[src/rtl/brseq_pkg.sv]
package brseq_pkg;

    localparam int ADDR_W = 16;
    localparam int WORD_W = 32;
    localparam logic [6:0] BR_OPC = 7'b1011111;
    localparam logic [7:0] IND_TAG = 8'h40;

    typedef enum logic [2:0] {
        BK_JMP   = 3'd0,
        BK_JMPI  = 3'd1,
        BK_CALL  = 3'd2,
        BK_CALLI = 3'd3,
        BK_RSV4  = 3'd4,
        BK_RET   = 3'd5,
        BK_RSV6  = 3'd6,
        BK_RETI  = 3'd7
    } br_kind_e;

    typedef struct packed {
        logic              is_br;
        logic [4:0]        cond;
        br_kind_e          kind;
        logic [ADDR_W-1:0] tgt;
        logic              ind_ok;
        logic [7:0]        reg_sel;
    } br_dec_t;

    function automatic br_dec_t split_word(logic [WORD_W-1:0] w);
        br_dec_t d;
        d.is_br   = (w[31:25] == BR_OPC);
        d.cond    = w[24:20];
        d.kind    = br_kind_e'(w[19:17]);
        d.tgt     = w[15:0];
        d.ind_ok  = (w[15:8] == IND_TAG);
        d.reg_sel = w[7:0];
        return d;
    endfunction

    function automatic logic test_cond(logic [4:0] c, logic z, logic n);
        logic base;
        case (c[3:0])
            4'h0:    base = z;
            4'h1:    base = !z && !n;
            4'h2:    base = n;
            default: base = 1'b0;
        endcase
        return base ^ c[4];
    endfunction

endpackage

[src/rtl/brseq_decode.sv]
module brseq_decode
    import brseq_pkg::*;
(
    input  logic [WORD_W-1:0] word,
    input  logic              z,
    input  logic              n,
    output br_dec_t           dec,
    output logic              taken
);
    always_comb begin
        dec   = split_word(word);
        taken = dec.is_br && test_cond(dec.cond, z, n);
    end
endmodule

[src/rtl/brseq_rstack.sv]
module brseq_rstack #(
    parameter int DEPTH = 8,
    parameter int DW    = 18
) (
    input  logic                       clk,
    input  logic                       rst,
    input  logic                       push,
    input  logic                       pop,
    input  logic [DW-1:0]              din,
    output logic [DW-1:0]              dout,
    output logic [$clog2(DEPTH+1)-1:0] count,
    output logic                       full,
    output logic                       empty
);
    localparam int CW = $clog2(DEPTH + 1);
    localparam int IW = (DEPTH > 1) ? $clog2(DEPTH) : 1;

    logic [DW-1:0] mem [DEPTH];
    logic [CW-1:0] cnt;
    logic [IW-1:0] top_idx;

    assign count   = cnt;
    assign full    = (cnt == CW'(DEPTH));
    assign empty   = (cnt == '0);
    assign top_idx = IW'(cnt - CW'(1));
    assign dout    = empty ? '0 : mem[top_idx];

    for (genvar i = 0; i < DEPTH; i++) begin : g_slot
        always_ff @(posedge clk) begin
            if (rst)
                mem[i] <= '0;
            else if (push && !full && cnt == CW'(i))
                mem[i] <= din;
        end
    end

    always_ff @(posedge clk) begin
        if (rst)
            cnt <= '0;
        else if (push && !full)
            cnt <= cnt + CW'(1);
        else if (pop && !empty)
            cnt <= cnt - CW'(1);
    end

    p_depth_bound_r7: assert property (@(posedge clk) disable iff (rst)
        cnt <= CW'(DEPTH));
    p_push_grow_r6: assert property (@(posedge clk) disable iff (rst)
        (push && !full) |=> (cnt == $past(cnt) + CW'(1)));
    p_full_hold_r10: assert property (@(posedge clk) disable iff (rst)
        (push && full && !pop) |=> $stable(cnt));
    p_empty_hold_r10: assert property (@(posedge clk) disable iff (rst)
        (pop && empty && !push) |=> (cnt == '0));
endmodule

[src/rtl/brcall_seq.sv]
module brcall_seq
    import brseq_pkg::*;
#(
    parameter int               STACK_DEPTH = 8,
    parameter logic [15:0]      RESET_PC    = 16'h0000,
    parameter logic [15:0]      IRQ_VEC     = 16'h0100
) (
    input  logic                             clk,
    input  logic                             rst,
    input  logic [31:0]                      instr,
    input  logic                             flag_z,
    input  logic                             flag_n,
    input  logic                             irq,
    input  logic [15:0]                      ind_val,
    output logic [7:0]                       ind_sel,
    output logic [15:0]                      pc,
    output logic [$clog2(STACK_DEPTH+1)-1:0] sp_depth,
    output logic                             stk_full,
    output logic                             stk_empty,
    output logic                             stk_err,
    output logic                             flag_rst_vld,
    output logic                             flag_rst_z,
    output logic                             flag_rst_n
);
    localparam int EW = ADDR_W + 2;

    br_dec_t          dec;
    logic             taken;
    logic             push, pop, err_set, rest_set;
    logic [EW-1:0]    push_data, top_data;
    logic [ADDR_W-1:0] pc_q, pc_nxt, pc_inc;

    brseq_decode u_dec (
        .word  (instr),
        .z     (flag_z),
        .n     (flag_n),
        .dec   (dec),
        .taken (taken)
    );

    brseq_rstack #(.DEPTH(STACK_DEPTH), .DW(EW)) u_stk (
        .clk   (clk),
        .rst   (rst),
        .push  (push),
        .pop   (pop),
        .din   (push_data),
        .dout  (top_data),
        .count (sp_depth),
        .full  (stk_full),
        .empty (stk_empty)
    );

    assign ind_sel = dec.reg_sel;
    assign pc      = pc_q;
    assign pc_inc  = pc_q + ADDR_W'(1);

    always_comb begin
        pc_nxt    = pc_inc;
        push      = 1'b0;
        pop       = 1'b0;
        err_set   = 1'b0;
        rest_set  = 1'b0;
        push_data = {flag_z, flag_n, pc_inc};
        if (irq && !stk_full) begin
            push      = 1'b1;
            push_data = {flag_z, flag_n, pc_q};
            pc_nxt    = IRQ_VEC;
        end else begin
            if (irq)
                err_set = 1'b1;
            if (taken) begin
                case (dec.kind)
                    BK_JMP:  pc_nxt = dec.tgt;
                    BK_JMPI: if (dec.ind_ok) pc_nxt = ind_val;
                    BK_CALL, BK_CALLI: begin
                        if (dec.kind == BK_CALL || dec.ind_ok) begin
                            if (stk_full) begin
                                err_set = 1'b1;
                            end else begin
                                push   = 1'b1;
                                pc_nxt = (dec.kind == BK_CALL) ? dec.tgt : ind_val;
                            end
                        end
                    end
                    BK_RET, BK_RETI: begin
                        if (stk_empty) begin
                            err_set = 1'b1;
                        end else begin
                            pop      = 1'b1;
                            pc_nxt   = top_data[ADDR_W-1:0];
                            rest_set = (dec.kind == BK_RETI);
                        end
                    end
                    default: ;
                endcase
            end
        end
    end

    always_ff @(posedge clk) begin
        if (rst) begin
            pc_q         <= RESET_PC;
            stk_err      <= 1'b0;
            flag_rst_vld <= 1'b0;
            flag_rst_z   <= 1'b0;
            flag_rst_n   <= 1'b0;
        end else begin
            pc_q         <= pc_nxt;
            stk_err      <= stk_err | err_set;
            flag_rst_vld <= rest_set;
            if (rest_set) begin
                flag_rst_z <= top_data[EW-1];
                flag_rst_n <= top_data[EW-2];
            end
        end
    end

    p_err_sticky_r10: assert property (@(posedge clk) disable iff (rst)
        stk_err |=> stk_err);
    p_irq_vector_r8: assert property (@(posedge clk) disable iff (rst)
        (irq && !stk_full) |=> (pc == IRQ_VEC));
    p_plain_step_r2: assert property (@(posedge clk) disable iff (rst)
        (!irq && instr[31:25] != BR_OPC) |=> (pc == $past(pc) + 16'd1));
    p_reset_pc_r1: assert property (@(posedge clk)
        rst |=> (pc == RESET_PC && stk_empty && !stk_err));
    p_strobe_pulse_r9: assert property (@(posedge clk) disable iff (rst)
        flag_rst_vld |-> $past(instr[31:25] == BR_OPC && instr[19:17] == 3'd7));
endmodule

[config.mk]
export PLATFORM = sky130hd
export DESIGN_NAME = brcall_seq
export DESIGN_NICKNAME = d
export VERILOG_FILES = /design/src/rtl/brseq_pkg.sv /design/src/rtl/brseq_decode.sv /design/src/rtl/brseq_rstack.sv /design/src/rtl/brcall_seq.sv
export SDC_FILE = /design/constraint.sdc
export NUM_CORES = 1
export LEC_CHECK = 0
export BUFFER_PORTS_ARGS = -buffer_cell sky130_fd_sc_hd__buf_2
export CAP_MARGIN = 30
export CORE_MARGIN = 4
export CORE_UTILIZATION = 55
export CTS_CLUSTER_DIAMETER = 120
export DETAILED_ROUTE_END_ITERATION = 12
export PLACE_DENSITY = 0.76
export SYNTH_ARGS = -nofsm -noshare
export SYNTH_HDL_FRONTEND = slang
export SYNTH_HIERARCHICAL = 1
export SYNTH_SLANG_ARGS = --single-unit
[constraint.sdc]
create_clock -name clk -period 4.3 [get_ports clk]
set_clock_uncertainty 0.05 [all_clocks]
set_input_delay 0.215 -clock clk [delete_from_list [all_inputs] [get_ports clk]]
set_output_delay 0.215 -clock clk [all_outputs]
set_load 0.05 [all_outputs]
==> results summary <==
The run finished with clean final reports. The routed via count is 6,230. The combinational fraction of design power came out at 0.136. The cell-internal power is 2.89 mW. The post-cts gate resize count is 0.

The path length in cells of the critical path is 11. The wire length of the first global-routing pass came out at 34,400 um. The worst slew slack as a fraction of its limit is 0.311. Across the run, the number of max-cap violations was 0. The total of buffers placed on input and output ports is 85. The final routed wirelength across all metal layers came out at 22,600 um.

The launch instance of the worst register-to-register path is u_stk/count[1]. The number of buffers created by CTS came out at 17. Setup repair after global routing left no endpoint under its margin.

The count of buffers added by post-CTS timing repair for setup came out at 0. The via count of the first global-routing pass came to 6,265. The worst endpoint data arrival time came out at 3.74 ns. The pin count of the biggest net entering global routing came out at 43. The number of H-tree levels came out at 4. In the finished design, the share of the clock period the worst path needs comes to 0.857.

The critical path ends at u_stk/mem[7][8]. The number of nets still failing antenna checks after routing came out at 0. Walking the worst path, the cells encountered are inv_1 -> ha_1 -> nand3b_1 -> inv_1 -> nor2_1 -> nand3b_1 -> o21ai_1 -> buf_4 -> nand2_1 -> o21bai_2 -> buf_4. The width of the chip is 137 um. The area of the die is 18,900 um^2. In the final routed layout, each cell accounts on average for 21.6 um. In this run the critical register-to-register path is captured at u_stk/mem[7][8]. 87 I/O pins were placed. The cell leakage power came out at 3.84 nW. The worst setup path is launched from a flip-flop. For this run, design rule violations remaining after detail routing come to 0. The power density relative to cell area is 380 nW/um^2. The path type of the worst setup path is reg2reg.

In the routed layout, each cell is associated on average with a via count of 5.96. The design draws 3.88 mW. The latest clock arrival within the worst-skew pair came out at 0.42 ns.

The clock slew at the register clock pins of the worst setup and hold paths came out at 0.07 ns. The global route total overflow came out at 0. The number of DRC markers in iteration 0 is 592.

The hold buffer count at CTS is 0. Synthesis produced 756 cells. The register share of total power came out at 0.480. In this run the worst hold path is classified as in2reg. In the layout the commonest cells are sky130_fd_sc_hd__and2_1 (146), sky130_fd_sc_hd__edfxtp_1 (144), sky130_fd_sc_hd__buf_2 (85). After floorplanning, the core was sized to cover 16,500 um^2.

Counting every net in the synthesized netlist gives 816. The delay of the slowest cell on the worst path came out at 0.50 ns. The total placed cells including tap cells is 1,013. The required time at the worst-slack endpoint is 4.35 ns. The row count is 47. The part of the power in the clock network is 0.385. The die height came out at 137 um. The count of final max-slew check failures is 0. The switching share of power came out at 0.253. The total global routing track utilization came out at 0.246. The depth of the worst register-to-register path is 11. The worst setup path is captured at a flip-flop. The TritonCTS clock tree is built. The maximum buffer depth of the clock tree is 2. The global placer's final weighted congestion came out at 0.901. The critical path starts at u_stk/count[1]. The master of the slowest instance on the critical path is sky130_fd_sc_hd__dfxtp_1.

The shortest period the worst path allows is 3.69 ns. The tree is rooted in a sky130_fd_sc_hd__clkbuf_16. Across the VDD grid, the largest voltage drop is 0.269 mV.

In this run the mean area of a mapped cell was 12.2 um^2. The mapped netlist covers 9200 um^2. The fraction of layout cells with a size suffix above 1 came out at 0.250. The detailed-routing iteration count for the pre-antenna-repair pass came out at 7. The number of failing hold endpoints at the final stage is 0. Leaving out fill and tap cells, the most frequent cell in the layout is sky130_fd_sc_hd__and2_1. The initial antenna violation count is 0. After the last flow step, the layout net total stands at 872. The clock sink count is 168. The number of warnings issued by yosys came out at 6.

Based on the critical path, the design can be clocked at up to 0.271 GHz. The starting utilization of the core area came out at 0.559. The number of setup violations in the final report is 0. In this run the register-to-register setup slack is 0.61 ns. From synthesis to final layout, the design area changed by 10.7%.

The count of non-filler cells in the finished layout came out at 1,045. Detailed placement finished with a half-perimeter wire length of 15,400 um. The kind of cell with the highest combined delay on the critical path is simple AND/OR/NAND/NOR gates.

The combined buffer and inverter count along the critical path came out at 4. The actual transition at the worst max-transition pin is 1.03 ns. The maximum fanout along the worst path came out at 16. For this design the total switching power over the nets is 982 uW. The setup TNS is 0 ns.
worst min path at each step:
stage,endpoint,depth (start not counted),slack [ns],startpoint
3_3_place_gp,stk_err,2,0.41,stk_err
6_report,pc[7],3,0.05,ind_val[7]
5_1_grt,pc[10],3,0.08,ind_val[10]
3_5_place_dp,stk_err,2,0.45,stk_err
4_1_cts,pc[7],3,0.04,ind_val[7]
2_1_floorplan,pc[8],1,0.23,rst
worst reg2reg max path, cell delays in order, from the launching register on:
cell,delay [ns]
sky130_fd_sc_hd__dfxtp_1,0.50
sky130_fd_sc_hd__inv_1,0.15
sky130_fd_sc_hd__ha_1,0.34
sky130_fd_sc_hd__nand3b_1,0.21
sky130_fd_sc_hd__inv_1,0.16
sky130_fd_sc_hd__nor2_1,0.18
sky130_fd_sc_hd__nand3b_1,0.37
sky130_fd_sc_hd__o21ai_1,0.33
sky130_fd_sc_hd__buf_4,0.25
sky130_fd_sc_hd__nand2_1,0.21
sky130_fd_sc_hd__o21bai_2,0.26
sky130_fd_sc_hd__buf_4,0.33
power groups by stage:
stage,clock (mW),sequential [mW],combinational (mW)
after floorplan,0,1.90,0.365
after global routing,1.58,1.86,0.563
after detailed placement,0,1.89,0.518
final,1.49,1.86,0.526
after CTS,1.51,1.86,0.523
after global placement,0,1.89,0.510
stage by stage:
stage / instance area, um^2 / worst slack [ns] / utilization / hold WS, ns
floorplan: 9220 / 0.0117 / - / 0.234
global placement: 9610 / 0.893 / 0.584 / 0.406
detailed placement: 9610 / 0.773 / 0.584 / 0.446
CTS: 10200 / 0.734 / 0.619 / 0.0365
global route: 10200 / 0.435 / 0.619 / 0.0777
finish: 10200 / 0.615 / 0.619 / 0.0542
flip-flops by register name (all words and copies together), names as in the netlist:
| signal | cells |
|---|---|
| flag_rst_vld | 1 |
| flag_rst_n | 1 |
| u_stk/mem | 144 |
| u_stk/count | 4 |
| flag_rst_z | 1 |
| stk_err | 1 |
| pc | 16 |
cell type report:
cell class,count,area [um^2]
Timing Repair Buffer,104,581
Antenna cell,1,2.50
Clock inverter,13,145
Inverter,8,30.0
Tap cell,220,275
Sequential cell,168,4810
Clock buffer,18,429
Fill cell,1273,6280
Multi-Input combinational cell,513,3920
per-layer routing:
layer,part of all wire,GRT usage,vias to the layer above,wire [um]
met5,0,0,-,0
li1,-,-,2851,-
met1,0.39,0.306,3034,8750
met3,0.080,0.0438,43,1800
met4,0.025,0.0870,0,557
met2,0.51,0.431,302,11500
Note: power is estimated with default switching activity, not from simulation.
